## src/rtl/i2c_stat_pkg.sv

```systemverilog
// Package: shared bit positions and the packed status layout of the
// I2C status flag block. Assumes a one-byte status word.
package i2c_stat_pkg;

    localparam int STAT_W    = 8;
    localparam int POS_NACK  = 0;
    localparam int POS_INT   = 1;
    localparam int POS_SRW   = 2;
    localparam int POS_RANGE = 3;
    localparam int POS_ARB   = 4;
    localparam int POS_BUSY  = 5;
    localparam int POS_ADDR  = 6;

    typedef struct packed {
        logic rsvd;
        logic addressed;
        logic bus_busy;
        logic arb_lost;
        logic range_hit;
        logic slv_rd;
        logic int_pend;
        logic nack_rx;
    } stat_t;

endpackage

```

## src/rtl/i2c_addr_match.sv

```systemverilog
// Module: i2c_addr_match
// Compares a received calling address with the primary address and the
// range address. The range runs from the primary address (inclusive) to
// the range address (exclusive). An all-zero address never gives a range
// hit. Purely combinational; the caller qualifies with its address strobe.
module i2c_addr_match #(
    parameter int ADDR_W = 7
) (
    input  logic [ADDR_W-1:0] cand,
    input  logic [ADDR_W-1:0] lo_addr,
    input  logic [ADDR_W-1:0] hi_addr,
    input  logic              span_en,
    input  logic              ext_hit,
    output logic              prim_hit,
    output logic              ram_hit,
    output logic              any_hit
);

    logic nonzero;
    logic eq_hi;
    logic in_span;

    // Purpose: individual comparisons against the two programmed addresses.
    always_comb begin
        nonzero = |cand;
        eq_hi   = nonzero && (cand == hi_addr);
        in_span = span_en && nonzero && (cand >= lo_addr) && (cand < hi_addr);
    end

    // Purpose: combine comparisons into the match results.
    always_comb begin
        prim_hit = (cand == lo_addr);
        ram_hit  = eq_hi || in_span;
        any_hit  = prim_hit || ram_hit || ext_hit;
    end

endmodule

```

## src/rtl/i2c_irq_src.sv

```systemverilog
// Module: i2c_irq_src
// Collects the hardware events that raise the interrupt-pending flag.
// The byte-timing strobe is chosen by the early-ACK mode. Timeout strobes
// are filtered by a parameter mask. Assumes all inputs are one-cycle strobes.
module i2c_irq_src #(
    parameter int          N_TMO    = 3,
    parameter logic [N_TMO-1:0] TMO_MASK = 3'b001
) (
    input  logic             early_ack,
    input  logic             byte_pre,
    input  logic             byte_post,
    input  logic             addr_hit_ev,
    input  logic             arb_ev,
    input  logic [N_TMO-1:0] tmo_evt,
    output logic             int_set
);

    logic byte_ev;
    logic tmo_ev;

    // Purpose: pick the byte-done point and filter the timeout classes.
    always_comb begin
        byte_ev = early_ack ? byte_pre : byte_post;
        tmo_ev  = |(tmo_evt & TMO_MASK);
    end

    // Purpose: any qualifying event sets the flag.
    always_comb begin
        int_set = byte_ev || addr_hit_ev || arb_ev || tmo_ev;
    end

endmodule

```

## src/rtl/i2c_evt_flag.sv

```systemverilog
// Module: i2c_evt_flag
// A sticky flag set by hardware and cleared by software. A set and a clear
// in the same cycle leave the flag set, so no event is lost.
// Synchronous active-low reset to 0.
module i2c_evt_flag (
    input  logic clk,
    input  logic rst_n,
    input  logic set_i,
    input  logic clr_i,
    output logic q
);

    // Purpose: flag register, set has priority over clear.
    always_ff @(posedge clk) begin
        if (!rst_n) begin
            q <= 1'b0;
        end else if (set_i) begin
            q <= 1'b1;
        end else if (clr_i) begin
            q <= 1'b0;
        end
    end

endmodule

```

## src/rtl/i2c_status_flags.sv

```systemverilog
// Module: i2c_status_flags (top)
// Status and interrupt flag logic of an I2C controller. Takes event strobes
// from the bus engine and register write strobes, holds the flags and
// drives a packed status byte plus a gated interrupt request.
// Assumes event and write strobes last one cycle; synchronous active-low reset.
module i2c_status_flags
    import i2c_stat_pkg::*;
#(
    parameter int          ADDR_W   = 7,
    parameter int          N_TMO    = 3,
    parameter logic [N_TMO-1:0] TMO_MASK = 3'b001
) (
    input  logic              clk,
    input  logic              rst_n,
    input  logic              ev_start,
    input  logic              ev_stop,
    input  logic              ev_arb_lost,
    input  logic              ev_byte_data,
    input  logic              ev_byte_ack,
    input  logic              rx_nack,
    input  logic              ev_addr_valid,
    input  logic [ADDR_W-1:0] rx_addr,
    input  logic              rx_rw,
    input  logic              ext_match,
    input  logic [N_TMO-1:0]  tmo_evt,
    input  logic [ADDR_W-1:0] own_addr,
    input  logic [ADDR_W-1:0] range_addr,
    input  logic              range_en,
    input  logic              early_ack,
    input  logic              irq_en,
    input  logic              wr_status,
    input  logic              wr_ctrl,
    input  logic [STAT_W-1:0] wr_data,
    output logic [STAT_W-1:0] status,
    output logic              irq
);

    logic  prim_hit, ram_hit, any_hit;
    logic  addr_hit_ev, ram_set, int_set;
    logic  clr_arb, clr_int;
    logic  busy_q, srw_q, nack_q, adr_q;
    logic  arb_q, ram_q, int_q;
    stat_t stat_s;
    logic  unused_wdata;

    i2c_addr_match #(.ADDR_W(ADDR_W)) u_match (
        .cand     (rx_addr),
        .lo_addr  (own_addr),
        .hi_addr  (range_addr),
        .span_en  (range_en),
        .ext_hit  (ext_match),
        .prim_hit (prim_hit),
        .ram_hit  (ram_hit),
        .any_hit  (any_hit)
    );

    // Purpose: qualify the address results with the address strobe and decode clears.
    always_comb begin
        addr_hit_ev = ev_addr_valid && any_hit;
        ram_set     = ev_addr_valid && ram_hit;
        clr_arb     = wr_status && wr_data[POS_ARB];
        clr_int     = wr_status && wr_data[POS_INT];
    end

    assign unused_wdata = ^{wr_data[7:5], wr_data[3:2], wr_data[0], prim_hit};

    i2c_irq_src #(.N_TMO(N_TMO), .TMO_MASK(TMO_MASK)) u_irqsrc (
        .early_ack   (early_ack),
        .byte_pre    (ev_byte_data),
        .byte_post   (ev_byte_ack),
        .addr_hit_ev (addr_hit_ev),
        .arb_ev      (ev_arb_lost),
        .tmo_evt     (tmo_evt),
        .int_set     (int_set)
    );

    i2c_evt_flag u_arb (
        .clk (clk), .rst_n (rst_n), .set_i (ev_arb_lost), .clr_i (clr_arb), .q (arb_q)
    );
    i2c_evt_flag u_ram (
        .clk (clk), .rst_n (rst_n), .set_i (ram_set), .clr_i (wr_ctrl), .q (ram_q)
    );
    i2c_evt_flag u_int (
        .clk (clk), .rst_n (rst_n), .set_i (int_set), .clr_i (clr_int), .q (int_q)
    );

    // Purpose: bus busy tracking, START has priority over STOP.
    always_ff @(posedge clk) begin
        if (!rst_n) begin
            busy_q <= 1'b0;
        end else if (ev_start) begin
            busy_q <= 1'b1;
        end else if (ev_stop) begin
            busy_q <= 1'b0;
        end
    end

    // Purpose: slave direction and addressed flag, loaded on the address strobe.
    always_ff @(posedge clk) begin
        if (!rst_n) begin
            srw_q <= 1'b0;
            adr_q <= 1'b0;
        end else begin
            if (addr_hit_ev) begin
                srw_q <= rx_rw;
            end
            if (ev_addr_valid) begin
                adr_q <= any_hit;
            end else if (ev_stop) begin
                adr_q <= 1'b0;
            end
        end
    end

    // Purpose: capture the received acknowledge level after each ACK bit.
    always_ff @(posedge clk) begin
        if (!rst_n) begin
            nack_q <= 1'b0;
        end else if (ev_byte_ack) begin
            nack_q <= rx_nack;
        end
    end

    // Purpose: pack the status byte and gate the interrupt request.
    always_comb begin
        stat_s.rsvd      = 1'b0;
        stat_s.addressed = adr_q;
        stat_s.bus_busy  = busy_q;
        stat_s.arb_lost  = arb_q;
        stat_s.range_hit = ram_q;
        stat_s.slv_rd    = srw_q;
        stat_s.int_pend  = int_q;
        stat_s.nack_rx   = nack_q;
        status           = stat_s;
        irq              = int_q && irq_en;
    end

    // Assertions guarding the flag behaviour.
    p_busy_set_r1: assert property (@(posedge clk) disable iff (!rst_n)
        ev_start |=> status[POS_BUSY]);
    p_busy_clr_r1: assert property (@(posedge clk) disable iff (!rst_n)
        (ev_stop && !ev_start) |=> !status[POS_BUSY]);
    p_arb_set_r2: assert property (@(posedge clk) disable iff (!rst_n)
        ev_arb_lost |=> status[POS_ARB]);
    p_arb_sticky_r2: assert property (@(posedge clk) disable iff (!rst_n)
        (status[POS_ARB] && !(wr_status && wr_data[POS_ARB])) |=> status[POS_ARB]);
    p_zero_addr_r5: assert property (@(posedge clk) disable iff (!rst_n)
        (ev_addr_valid && rx_addr == '0 && !status[POS_RANGE]) |=> !status[POS_RANGE]);
    p_ram_clr_r6: assert property (@(posedge clk) disable iff (!rst_n)
        (wr_ctrl && !ev_addr_valid) |=> !status[POS_RANGE]);
    p_srw_hold_r7: assert property (@(posedge clk) disable iff (!rst_n)
        !ev_addr_valid |=> $stable(status[POS_SRW]));
    p_int_arb_r9: assert property (@(posedge clk) disable iff (!rst_n)
        ev_arb_lost |=> status[POS_INT]);
    p_rsvd_zero_r11: assert property (@(posedge clk) disable iff (!rst_n)
        !status[7]);

endmodule

```

## config.mk

```make
export PLATFORM = sky130hd
export DESIGN_NAME = i2c_status_flags
export DESIGN_NICKNAME = d
export VERILOG_FILES = /design/src/rtl/i2c_stat_pkg.sv /design/src/rtl/i2c_addr_match.sv /design/src/rtl/i2c_irq_src.sv /design/src/rtl/i2c_evt_flag.sv /design/src/rtl/i2c_status_flags.sv
export SDC_FILE = /design/constraint.sdc
export NUM_CORES = 1
export LEC_CHECK = 0
export CORE_MARGIN = 1.5
export CORE_UTILIZATION = 35
export CTS_CLUSTER_SIZE = 14
export DETAILED_ROUTE_END_ITERATION = 8
export PLACE_DENSITY = 0.89
export SETUP_SLACK_MARGIN = 0.02
export SLEW_MARGIN = 0
export SYNTH_ARGS = -nofsm -noshare
export SYNTH_HDL_FRONTEND = slang
export SYNTH_SLANG_ARGS = --single-unit
```

## constraint.sdc

```tcl
create_clock -name clk -period 3.4 [get_ports clk]
set_clock_uncertainty 0.15 [all_clocks]
set_input_delay 0.68 -clock clk [delete_from_list [all_inputs] [get_ports clk]]
set_output_delay 0.68 -clock clk [all_outputs]
set_load 0.005 [all_outputs]
```

After elaboration in Yosys (flattened, before gate mapping)
Cells that the tools add are included. Widths: inputs -> output; s select.

Reduce and logical (&&, ||, !) cells: 21. Magnitude comparators: 2. Equal/unequal tests: 2. Mux-type cells: 10.

Operators with widths (number): $eq 7x7->1 (2); $mux 1 (10); $reduce_bool 2->1 (5); $logic_and 1x1->1 (9); $ge 7x7->1 (1); $lt 7x7->1 (1); $reduce_or 7->1 (1); $logic_or 1x1->1 (6).

Output and inout bits: 9. Register bits: 7.

Longest topological paths before layout
Word-level depth: 12. Gate-level depth with buffers: 8. Mapped depth without buffers: 8.

Cells and area by module
From an unflattened synthesis, not the netlist that was laid out.

Cells, all modules: 94. Area, all modules: 802.0 um2.

Modules (own cells, without submodules): i2c_addr_match (instances 1, seq. area each 0.0 um2, area an instance 416.6 um2, cells an instance 55); i2c_status_flags (instances 1, seq. area each 80.1 um2, area an instance 237.7 um2, cells an instance 27); i2c_evt_flag (instances 3, seq. area each 20.0 um2, area an instance 41.3 um2, cells an instance 3); i2c_irq_src (instances 1, seq. area each 0.0 um2, area an instance 23.8 um2, cells an instance 3).

Worst setup path before layout
No wires, ideal clock.

Path kind: input to register. Start: in rx_addr[0]. End: reg u_int.q. Buffers on the path: 0. Required time: 3.125 ns. Data arrival time: 2.186 ns. Stages on the path: 8. Library setup time: 0.125 ns. Setup slack: 0.939 ns. Cell sequence: inv_1 > ha_1 > nand2b_4 > a211oi_2 > o221a_1 > o41ai_2 > o21a_2 > o41a_1.

Cells in the longest elaborated chain, start to end: 12. Elaborated cells on any way between the ends: 18. Classes of those cells: order compare: 2; eq/ne: 2; mux: 1; reduce/logical: 13.

RTL lines: start: declaration (line i2c_status_flags.sv:22) `input logic [ADDR_W-1:0] rx_addr,`; branches (longest 5 deep; another with $ge 7x7->1); $logic_or 1x1->1 * (2 in series) (line i2c_addr_match.sv:34) `any_hit = prim_hit || ram_hit || ext_hit;`; $logic_and 1x1->1 * (line i2c_status_flags.sv:59) `addr_hit_ev = ev_addr_valid && any_hit;`; $logic_or 1x1->1 * (3 in series) (line i2c_irq_src.sv:29) `int_set = byte_ev || addr_hit_ev || arb_ev || tmo_ev;`; $mux 1 or $reduce_bool 2->1 (tied branches); end signal: assignment (line i2c_evt_flag.sv:16) `q <= 1'b0;`; end signal: assignment (line i2c_evt_flag.sv:18) `q <= 1'b1;`; end signal: assignment (line i2c_evt_flag.sv:20) `q <= 1'b0;`; end: declaration (line i2c_evt_flag.sv:10) `output logic q`.

Every way passes the cells marked *. A chain may end at the register's enable or synchronous reset.

Worst setup path in the final report
Same ends and word-level chain as after synthesis.

==> flow_metrics.tcl <==
set metrics [dict create \
    hold_class "flip-flop to flip-flop" \
    htree_levels 1 \
    synth-edff-count 0 \
    worst_slack_ns 0.6023 \
    wire_per_inst_um 11.99 \
    detail-route-antenna-nets 0 \
    ys_async_sr_fraction 0 \
    grt_usage 0.1762 \
    ys_ff_latch 7 \
    met1_usage 0.1876 \
    cts_tree "done" \
    clkSlewWorstSetupHoldPaths_ns 0.05 \
    dr.pass1.iters 3 \
    drv_cap 0 \
    leakage_nw 0.5394 \
    setup_viol 0 \
    avgViaCountPerCell 4.766 \
    syn_to_final_growth_pct 63.11 \
    cts_resized 0 \
    vias 753 \
    synth.cell_area_um2 739.5 \
    irDropWorstVdd_mv 0.1872 \
    grt_pass1_vias 839 \
    drt_iter0_drc 5 \
    use_met2 0.3333 \
    initial_core_util 0.3731 \
    r2r_end "u_int.q" \
    placed_cell_area_um2 1180 \
    core_area_um2 1982 \
    n_antenna_cell 0 \
    final_cell_area_um2 1206 \
    internal-power_w 0.0002074 \
    critPathLaunchType "primary input" \
    seq_area_um2 140.1 \
    worstHoldPathCells 2 \
    swShare 0.2580 \
    place_hpwl_mm 1.618 \
    regToRegSetupSlack_ns 2.20 \
    worstReg2RegStart "u_int.q" \
    wirelength_mm 1.895 \
    grt_pass1_wl_mm 3.360 \
    place_ws_ns 0.3452 \
    postCtsHoldBufs 0 \
    hold_path_end "u_ram.q" \
    use_met3 0.02761 \
    synth_cell_type_count 30 \
    yosys_warnings 0 \
    arrival_ns 2.78 \
    synth_area_leader_cell "ha_1" \
    cts_buffers 3 \
    rr_worst_depth 2 \
    pwr-share-seq 0.322 \
    gp_congestion 0.7492 \
    p_comb_frac 0.411 \
    fillers 164 \
    die_h_um 48.97 \
    grt_max_degree 10 \
    hold_viol 0 \
    final_max_slew_viol_count 0 \
    clkLatencyLatePin_ns 0.24 \
    nNetsFinal 194 \
    synthTopCellsByArea "ha_1 (24%), dfxtp_1 (19%), buf_4 (8.1%)" \
    power_w 0.0002795 \
    endpoint_kind "flip-flop" \
    switchingPower_w 0.00007211 \
    tns_ns 0 \
    multi_input_area_um2 486.7 \
    ios 57 \
    drive_above_1_share 0.05344 \
    fp.dieArea_um2 2398 \
    worstPathRequired_ns 3.39 \
    fin_crit_sh 0.8228 \
    drcViolationCount 0 \
    outcome "complete, no violations" \
    synth_top_area_frac 0.2369 \
    syn_inst 89 \
    min_period_ns 2.798 \
    rsz0062_at_grt "no" \
    cts_root_buffer "clkbuf_4" \
    cts_buffer_depth 2 \
    path_class "primary input to flip-flop" \
    top_usage_layer "met2" \
    hold_ws_ns 0.3331 \
    path_max_fanout 3 \
    power_density_nw_per_um2 231.7 \
    die_w_um 48.97 \
    grt-ovfl-total 0 \
    min-delay-start "u_ram.q" \
    cts_setup_buffers 0 \
    syn-num-nets 151 \
    synth-main-ff-cell "dfxtp_1" \
    power_frac_clock 0.267 \
    avgSynthCellArea_um2 8.309 \
    rows 16 \
    numClockSinks 7 \
    antenna_found_initial 0 \
    max_freq_mhz 357.4 \
    numPortBuffers 47 \
    ys_seq_area_frac 0.1895 \
]
==> logic make-up after synthesis <==
group	Yosys count	synth area share
AND/OR/NAND/NOR	26	0.2030
multiplexers	2	0.02707
other	1	0.005071
buffers and inverters	22	0.1523
adder cells (fa/ha/maj)	14	0.2369
flip-flops	7	0.1895
AO/OA/AOI/OAI	17	0.1861
==> stage by stage <==
stage | utilization | std cells
floorplan | - | 89
global placement | 0.5953 | 154
detailed placement | 0.5953 | 154
CTS | 0.6086 | 158
global route | 0.6086 | 158
finish | 0.6086 | 158
==> power by group through the flow <==
stage	combinational, W	clock, W	sequential, W
3_5_place_dp	0.000115	0	0.0000917
2_1_floorplan	0.0000537	0	0.0000909
6_report	0.000115	0.0000745	0.0000901
5_1_grt	0.000129	0.0000825	0.0000905
4_1_cts	0.000116	0.0000785	0.0000902
3_3_place_gp	0.000111	0	0.0000915
==> layer usage <==
metal / vias to the layer above / wire length [um]
met2: 33 / 972
li1: 384 / -
met3: 2 / 113
met1: 334 / 799
met4: 0 / 10
met5: - / 0
==> how the worst max path moves through the flow <==
stage                     slack (ns)       to        from  cells after the start
after floorplan                 0.94  u_int.q  rx_addr[0]                      8
after global placement          0.35  u_int.q  rx_addr[0]                      9
after detailed placement        0.35  u_int.q  rx_addr[0]                      9
after CTS                       0.62  u_int.q  rx_addr[0]                      9
after global routing            0.49  u_int.q  rx_addr[0]                      9
final                           0.60  u_int.q  rx_addr[0]                      9
==> cell usage after synthesis, types with 2 or more instances <==
master and instances:
ha_1 14, inv_1 13, buf_4 8, nand2_1 8, dfxtp_1 7, a21oi_1 6, nor2b_1 4, nand3_1 3
nand3b_1 3, mux2i_1 2, o21a_1 2
==> cell type report <==
type,count,area share
Inverter,13,0.04046
Timing Repair Buffer,47,0.3900
Sequential cell,7,0.1162
Tap cell,27,0.02801
Multi-Input combinational cell,60,0.4035
Clock buffer,4,0.02178
==> flip-flops by register name, summed over array words and instances, names as in the netlist <==
name and flops:
adr_q 1, u_int.q 1, u_ram.q 1, busy_q 1, nack_q 1, u_arb.q 1
srw_q 1
==> worst max-delay path: stages <==
cell and delay (ns):
clkdlybuf4s50_1 0.48, inv_1 0.07, ha_1 0.30, nand2b_4 0.14, a211oi_2 0.20, o221a_1 0.24, o41ai_2 0.10, o21a_2 0.23
o41a_1 0.35
==> layout by cell type, fill, tap and decap left out, types with 2 or more instances in the layout <==
master	count
clkdlybuf4s50_1	47
ha_1	14
inv_1	13
nand2_1	8
dfxtp_1	7
a21oi_1	6
nor2b_1	4
nand3_1	3
nand3b_1	3
clkbuf_4	3
o21a_1	2
mux2i_1	2
Power figures use the tool's default switching activity.
